$ cat src/rtl/bcs_pkg.sv
package bcs_pkg;

    // Bit positions inside the control/status byte
    localparam int B_WDF = 7;   // watchdog expired (sticky)
    localparam int B_EXF = 6;   // external bus monitor timeout (sticky)
    localparam int B_BTF = 5;   // on-board bus timer timeout (sticky)
    localparam int B_WDE = 4;   // watchdog enable (set-once)
    localparam int B_TRG = 3;   // watchdog trigger (reads 0)
    localparam int B_BTE = 2;   // bus timer enable
    localparam int B_PWF = 1;   // latched power fail (sticky)
    localparam int B_LED = 0;   // LED enable

    localparam int REG_W = 8;

    typedef enum logic [1:0] {
        WD_OFF  = 2'd0,
        WD_RUN  = 2'd1,
        WD_FIRE = 2'd2
    } wd_state_e;

    typedef enum logic [1:0] {
        BT_IDLE = 2'd0,
        BT_TIME = 2'd1,
        BT_ERR  = 2'd2
    } bt_state_e;

    // Cycles for a duration of 'amount' units where 'per_sec' units make a second.
    function automatic int unsigned cycles_for(input longint unsigned hz,
                                               input longint unsigned amount,
                                               input longint unsigned per_sec);
        longint unsigned c;
        c = (hz * amount) / per_sec;
        if (c < 2) c = 2;
        return int'(c);
    endfunction

endpackage

$ cat src/rtl/bcs_watchdog.sv
module bcs_watchdog
    import bcs_pkg::*;
#(
    parameter int unsigned TERM = 1000
) (
    input  logic clk,
    input  logic rst_n,
    input  logic enable,
    input  logic kick,
    output logic expire,
    output logic rst_req
);
    localparam int CW = $clog2(TERM) + 1;
    localparam logic [CW-1:0] LAST = CW'(TERM - 1);

    wd_state_e      state_q, state_d;
    logic [CW-1:0]  cnt_q, cnt_d;
    logic           at_last;

    assign at_last = (cnt_q == LAST);

    // next-state and counter logic
    always_comb begin
        state_d = state_q;
        cnt_d   = cnt_q;
        unique case (state_q)
            WD_OFF: begin
                cnt_d = '0;
                if (enable) state_d = WD_RUN;
            end
            WD_RUN: begin
                if (kick) begin
                    cnt_d = '0;
                end else if (at_last) begin
                    state_d = WD_FIRE;
                    cnt_d   = '0;
                end else begin
                    cnt_d = cnt_q + 1'b1;
                end
            end
            WD_FIRE: begin
                cnt_d = '0;
            end
            default: begin
                state_d = WD_OFF;
                cnt_d   = '0;
            end
        endcase
    end

    // state register
    always_ff @(posedge clk) begin
        if (!rst_n) begin
            state_q <= WD_OFF;
            cnt_q   <= '0;
        end else begin
            state_q <= state_d;
            cnt_q   <= cnt_d;
        end
    end

    // outputs
    always_comb begin
        expire  = 1'b0;
        rst_req = 1'b0;
        unique case (state_q)
            WD_OFF:  ;
            WD_RUN:  expire  = at_last && !kick;
            WD_FIRE: rst_req = 1'b1;
            default: ;
        endcase
    end

endmodule

$ cat src/rtl/bcs_bus_timer.sv
module bcs_bus_timer
    import bcs_pkg::*;
#(
    parameter int unsigned TERM = 400
) (
    input  logic clk,
    input  logic rst_n,
    input  logic enable,
    input  logic cyc_active,
    output logic timeout,
    output logic bus_err
);
    localparam int CW = $clog2(TERM) + 1;
    localparam logic [CW-1:0] LAST = CW'(TERM - 1);

    bt_state_e      state_q, state_d;
    logic [CW-1:0]  cnt_q, cnt_d;
    logic           live;

    assign live = enable && cyc_active;

    always_comb begin
        state_d = state_q;
        cnt_d   = cnt_q;
        unique case (state_q)
            BT_IDLE: begin
                cnt_d = '0;
                if (live) state_d = BT_TIME;
            end
            BT_TIME: begin
                if (!live) begin
                    state_d = BT_IDLE;
                    cnt_d   = '0;
                end else if (cnt_q == LAST) begin
                    state_d = BT_ERR;
                    cnt_d   = '0;
                end else begin
                    cnt_d = cnt_q + 1'b1;
                end
            end
            BT_ERR: begin
                cnt_d = '0;
                if (!cyc_active) state_d = BT_IDLE;
            end
            default: begin
                state_d = BT_IDLE;
                cnt_d   = '0;
            end
        endcase
    end

    always_ff @(posedge clk) begin
        if (!rst_n) begin
            state_q <= BT_IDLE;
            cnt_q   <= '0;
        end else begin
            state_q <= state_d;
            cnt_q   <= cnt_d;
        end
    end

    always_comb begin
        timeout = 1'b0;
        bus_err = 1'b0;
        unique case (state_q)
            BT_IDLE: ;
            BT_TIME: timeout = live && (cnt_q == LAST);
            BT_ERR:  bus_err = 1'b1;
            default: ;
        endcase
    end

endmodule

$ cat src/rtl/bcs_regbank.sv
module bcs_regbank
    import bcs_pkg::*;
(
    input  logic             clk,
    input  logic             por_n,
    input  logic             rst_n,
    input  logic             wr,
    input  logic [REG_W-1:0] wdata,
    input  logic             wd_expire,
    input  logic             bt_timeout,
    input  logic             ext_bto,
    input  logic             pwr_fail,
    output logic [REG_W-1:0] rdata,
    output logic             wd_en,
    output logic             bt_en,
    output logic             led,
    output logic             kick
);
    localparam int NFLG = 3;

    logic            wdf_q;
    logic            wde_q;
    logic            bte_q;
    logic            led_q;
    logic [NFLG-1:0] flg_q;
    logic [NFLG-1:0] flg_set;

    // flag slot 2: external monitor, slot 1: bus timer, slot 0: power fail
    assign flg_set = {ext_bto, bt_timeout, pwr_fail};

    // expiry flag lives only on the power-on reset
    always_ff @(posedge clk) begin
        if (!por_n)                      wdf_q <= 1'b0;
        else if (wd_expire)              wdf_q <= 1'b1;
        else if (wr && !wdata[B_WDF])    wdf_q <= 1'b0;
    end

    // sticky flags on the combined reset; set beats clear
    for (genvar g = 0; g < NFLG; g++) begin : g_flag
        localparam int POS = (g == 2) ? B_EXF : (g == 1) ? B_BTF : B_PWF;
        always_ff @(posedge clk) begin
            if (!rst_n)                   flg_q[g] <= 1'b0;
            else if (flg_set[g])          flg_q[g] <= 1'b1;
            else if (wr && !wdata[POS])   flg_q[g] <= 1'b0;
        end
    end

    always_ff @(posedge clk) begin
        if (!rst_n) begin
            wde_q <= 1'b0;
            bte_q <= 1'b0;
            led_q <= 1'b0;
        end else if (wr) begin
            wde_q <= wde_q | wdata[B_WDE];
            bte_q <= wdata[B_BTE];
            led_q <= wdata[B_LED];
        end
    end

    always_comb begin
        rdata        = '0;
        rdata[B_WDF] = wdf_q;
        rdata[B_EXF] = flg_q[2];
        rdata[B_BTF] = flg_q[1];
        rdata[B_WDE] = wde_q;
        rdata[B_TRG] = 1'b0;
        rdata[B_BTE] = bte_q;
        rdata[B_PWF] = flg_q[0];
        rdata[B_LED] = led_q;
    end

    assign wd_en = wde_q;
    assign bt_en = bte_q;
    assign led   = led_q;
    assign kick  = wr && wdata[B_TRG];

endmodule

$ cat src/rtl/board_ctl_stat.sv
module board_ctl_stat
    import bcs_pkg::*;
#(
    parameter int unsigned CLK_HZ = 50_000_000,
    parameter int unsigned WD_MS  = 512,
    parameter int unsigned BT_US  = 8
) (
    input  logic       clk,
    input  logic       por_n,
    input  logic       sys_rst_n,
    input  logic       reg_wr,
    input  logic [7:0] reg_wdata,
    output logic [7:0] reg_rdata,
    input  logic       cyc_active,
    input  logic       ext_bto,
    input  logic       pwr_fail,
    output logic       wdog_rst_req,
    output logic       bus_err,
    output logic       led_green
);
    localparam int unsigned WD_TERM = cycles_for(CLK_HZ, WD_MS, 1000);
    localparam int unsigned BT_TERM = cycles_for(CLK_HZ, BT_US, 1_000_000);

    logic rst_n;
    logic wd_en, bt_en, kick;
    logic wd_expire, bt_timeout;

    assign rst_n = por_n && sys_rst_n;

    bcs_regbank u_regs (
        .clk        (clk),
        .por_n      (por_n),
        .rst_n      (rst_n),
        .wr         (reg_wr),
        .wdata      (reg_wdata),
        .wd_expire  (wd_expire),
        .bt_timeout (bt_timeout),
        .ext_bto    (ext_bto),
        .pwr_fail   (pwr_fail),
        .rdata      (reg_rdata),
        .wd_en      (wd_en),
        .bt_en      (bt_en),
        .led        (led_green),
        .kick       (kick)
    );

    bcs_watchdog #(.TERM(WD_TERM)) u_wdog (
        .clk     (clk),
        .rst_n   (rst_n),
        .enable  (wd_en),
        .kick    (kick),
        .expire  (wd_expire),
        .rst_req (wdog_rst_req)
    );

    bcs_bus_timer #(.TERM(BT_TERM)) u_btmr (
        .clk        (clk),
        .rst_n      (rst_n),
        .enable     (bt_en),
        .cyc_active (cyc_active),
        .timeout    (bt_timeout),
        .bus_err    (bus_err)
    );

endmodule

$ cat config.mk
export PLATFORM = sky130hd
export DESIGN_NAME = board_ctl_stat
export DESIGN_NICKNAME = d
export VERILOG_FILES = /design/src/rtl/bcs_pkg.sv /design/src/rtl/bcs_watchdog.sv /design/src/rtl/bcs_bus_timer.sv /design/src/rtl/bcs_regbank.sv /design/src/rtl/board_ctl_stat.sv
export SDC_FILE = /design/constraint.sdc
export NUM_CORES = 1
export LEC_CHECK = 0
export BUFFER_PORTS_ARGS = -buffer_cell sky130_fd_sc_hd__buf_2
export CAP_MARGIN = 5
export CORE_UTILIZATION = 55
export CTS_CLUSTER_DIAMETER = 100
export DETAILED_ROUTE_END_ITERATION = 6
export PLACE_DENSITY_LB_ADDON = 0.08
export SKIP_CTS_REPAIR_TIMING = 1
export SYNTH_ARGS = -nofsm -noshare
export SYNTH_HDL_FRONTEND = slang
export SYNTH_SLANG_ARGS = --single-unit
$ cat constraint.sdc
create_clock -name clk -period 2.2 [get_ports clk]
set_input_delay 0.22 -clock clk [delete_from_list [all_inputs] [get_ports clk]]
set_output_delay 0.22 -clock clk [all_outputs]
set_load 0.03 [all_outputs]
* Word-level counts from Yosys, hierarchy flattened
Index checks and enable logic that the tools add are counted.
** Storage, ports and cells
- Flip-flop bits (word level) :: 47
- Input port bits :: 15
- Output and inout port bits :: 11
- Word-level logic and storage cells :: 76
** Cells by class
- Add/sub/neg operators :: 2
- Eq/ne operators :: 12
- Multiplexer cells :: 21
- Bitwise logic cells :: 6
- Reductions and logical operators :: 24
** Operators by type and width (number)
- $add 26x1->26 const B :: 1
- $eq 26x25->1 const B :: 1
- $mux 2 :: 7
- $mux 1 :: 12
- $pmux 2 s3 :: 2
- $add 10x1->10 const B :: 1
- $eq 10x9->1 const B :: 1
- $logic_and 1x1->1 :: 9
- $reduce_bool 2->1 :: 4
- $reduce_or 4->1 :: 2
- $ne 2x2->1 const B :: 3
- $logic_not 1->1 :: 5
- $not 1->1 :: 5
- $eq 2x1->1 const B :: 2
- $eq 2x2->1 const B :: 2
- $logic_not 2->1 :: 2
- $ne 2x1->1 const B :: 2
- $reduce_and 4->1 :: 1
- $ne 3x3->1 const B :: 1
- $reduce_and 3->1 :: 1
- $or 1x1->1 :: 1

* Longest topological paths before layout
- Word-level depth :: 5
- Gate-level depth with buffers :: 7
- Gate-level depth less buffers :: 5

* Cells and area by module
A second synthesis with hierarchy kept.
** Second synthesis, totals
- Cell total of the unflattened synthesis :: 243
- Area, all modules :: 2279.7 um^2
** By module, submodules not included
- bcs_watchdog :: instances 1, cells an instance 153, area each 1427.6 um^2, sequential area each 560.5 um^2
- bcs_bus_timer :: instances 1, cells an instance 56, area each 536.8 um^2, sequential area each 240.2 um^2
- bcs_regbank :: instances 1, cells an instance 33, area each 309.0 um^2, sequential area each 140.1 um^2
- board_ctl_stat :: instances 1, cells an instance 1, area each 6.3 um^2, sequential area each 0.0 um^2

* Worst setup path before layout
No wires, ideal clock.
- Path type :: flip-flop to flip-flop
- From :: register u_wdog.cnt_q[0]
- To :: register u_wdog.cnt_q[22]
- Library setup time :: 0.070 ns
- Arrival time :: 1.880 ns
- Data required time :: 2.130 ns
- Slack :: 0.251 ns
- Stages on the path, launching flop included :: 7
- Path buffers :: 1
- Cells stage by stage :: dfxtp_1 > ha_1 > nand2_1 > or4_4 > buf_6 > or4_1 > a21oi_1
** On the way
- Word-level cells in the longest chain between the ends :: 2
- Elaborated cells between the ends (all ways) :: 3
- Those cells by class :: 1 x add/sub; 1 x eq/ne; 1 x reduce/logical
** RTL lines
- start, declared :: line bcs_watchdog.sv:17 : logic [CW-1:0] cnt_q, cnt_d;
- start signal, assigned :: line bcs_watchdog.sv:58 : cnt_q <= cnt_d;
- parallel branches: the longest is 2 deep, another holds $add 26x1->26
Several ways; the timed one is not identified.
A chain may end at the register's enable or synchronous reset.

* Worst setup path after layout
Ends and elaborated chain as after synthesis.

==> metrics.cfg <==
[synthesis]
yosys.cell_types.count = 37
synth_area_um2 = 2050
syn_nets = 250
ys_ff_latch = 47
yosys-top-cells-area = dfxtp_1, nor2_1, xnor2_1, a21oi_1, o21ai_0
synth_top_cell_by_area = dfxtp_1
synth_area_per_cell_um2 = 8.82
yosysSeqAreaShare_pct = 45.8
synth_top_area_share_pct = 45.8
ys.warnings.count = 0
netlist_instances = 233

[detailed_routing]
remaining_drc_errors = 0
vias_per_cell = 5.36
ant_nets = 0
routedWlPerCell_um = 11.4
dr_total_vias = 1625
drtIter0Drc = 82
routed_wl_um = 3440
drtPass1Iterations = 4

[place]
dp_slack_ps = 162
dp_hpwl_um = 2410
dpl_cell_area_um2 = 2190
place.port_buffers = 24
gp_congestion = 0.761

[finish]
mostFrequentLayoutCells = dfxtp_1, nor2_1, buf_2, a21oi_1, nand2_1
final.fill_count = 316
design_area_um2 = 2270
layout_commonest_cell = dfxtp_1
multiInputGateArea_um2 = 1010
antenna_cells = 0
nNetsFinal = 273
syn_to_final_growth_pct = 10.7
seqCellArea_um2 = 941
drive_above_1_share_pct = 14.4

[critical_path]
crit_path_end_kind = flop
crit_fanout = 17
max_stage_delay_ps = 650
criticalPathCategory = flop to flop
crit_path_start = u_wdog.cnt_q[0]
path_cells = ha_1, nand2_1, or4_4, or4_1, a21oi_1
start_kind = flop
crit_slowest_cell = or4_4
rrSetupSlack_ps = 160
arrival_ps = 2280
worstPathRequired_ps = 2440
r2r_start = u_wdog.cnt_q[0]

[sta]
clock_skew_ps = 11.9
report.final.slew_viol_count = 0
fin_ws_ps = 156
setup_viol = 0
post-route-period-util_pct = 92.9
max_freq_ghz = 0.489
rsz0062_at_grt = false
hold_violations = 0
min_period_ps = 2040
fin_tns_setup_ps = 0

[clock_tree]
clock_latency_ps = 300
cts_buffer_depth = 2
tritoncts = yes
clkTransAtPathRegs_ps = 90
cts_max_level = 2
numCtsBuffers = 5
cts.sinks = 47
root_buffer = clkbuf_8

[floorplanning]
core_um2 = 3470
die_h_um = 63.1
num_rows = 21
dieArea_um2 = 3980
ioPinCount = 26
dieWidth_um = 63.1
initial_core_util_pct = 59.2

[pwr]
p_leak_nw = 0.766
p_per_area_nw_per_um2 = 612
peakVddDrop_v = 0.000455
total_power_mw = 1.39

[grt]
grt_usage_pct = 18.9
grt_pass1_wl_um = 5940
antenna_found_initial = 0
grt_pass1_vias = 1423
grt_max_degree = 25
grt-ovfl-total = 0

[job]
cap_viol_max_count = 0

[hold_path]
hp-class = primary input to flop
worstHoldStart = pwr_fail

[outcome]
status = finished, final reports clean

-- synthesized netlist by cell type (all sizes together) --
cell / count
a211oi: 1
a21bo: 1
a21oi: 19
a31o: 1
and2: 2
and3: 2
and4: 3
and4b: 2
buf: 9
clkbuf: 1
conb: 1
dfxtp: 47
ha: 2
inv: 9
mux2i: 2
nand2: 14
nand3: 9
nand4: 7
nand4bb: 1
nor2: 31
nor2b: 3
nor3: 6
nor4: 4
nor4b: 1
o21ai: 13
o21bai: 1
o31ai: 4
o41a: 1
o41ai: 1
or3: 10
or4: 6
xnor2: 12
xor2: 7
-- registers in the layout (all words and copies together) (netlist names) --
| register | cells |
|---|---|
| u_regs.rdata | 3 |
| u_wdog.state_q | 2 |
| u_wdog.cnt_q | 26 |
| u_regs.led | 1 |
| u_btmr.state_q | 2 |
| u_regs.bt_en | 1 |
| u_btmr.cnt_q | 10 |
| u_regs.wdf_q | 1 |
| u_regs.wd_en | 1 |
-- routing by layer --
layer	part of all wire [%]	global-route usage [%]	routed length, um
met1	51	23.6	1750
met2	44	29.6	1500
met3	3.6	4.53	125
met4	1.8	10.5	62
met5	0	0	0
-- worst paths after layout --
check / end / depth (start not counted)
min reg2reg: u_wdog.cnt_q[0] / 1
max: u_wdog.cnt_q[22] / 5
max reg2reg: u_wdog.cnt_q[22] / 5
min: u_regs.rdata[1] / 3
-- cell families after synthesis --
logic type	count (synthesis)	share of synthesized area, %
adder cells (fa/ha/maj)	2	1.22
other	1	0.183
AND/OR/NAND/NOR	101	26.7
AO/OA/AOI/OAI	42	12.1
buffers and inverters	19	4.93
flip-flops	47	45.8
multiplexers	2	0.974
XOR/XNOR	19	8.10
-- per-stage QoR --
stage	util [%]	instances	hold WS (ps)
after floorplan	-	233	342
after global placement	63.2	295	432
after detailed placement	63.2	295	439
after CTS	65.5	303	136
after global routing	65.5	303	154
final	65.5	303	147
-- area by class of cell --
class                           count  area share [%]
Clock buffer                        7            3.36
Clock inverter                      1           0.220
Inverter                            9            1.49
Multi-Input combinational cell    167            44.5
Sequential cell                    47            41.4
Tap cell                           46            2.53
Timing Repair Buffer               26            6.49
-- where the power goes --
group | switching (mW) | internal, mW
logic | 0.0257 | 0.0169
registers | 0.00238 | 0.854
clock network | 0.269 | 0.223
-- critical path, delay by kind of cell (launching register included) --
family                     cells  cell delay, ps
AOI/OAI and AO/OA              1             150
DFF                            1             350
adders and majority gates      1             210
and+or+nand+nor                3            1280
Note: power is estimated with default switching activity, not from simulation.
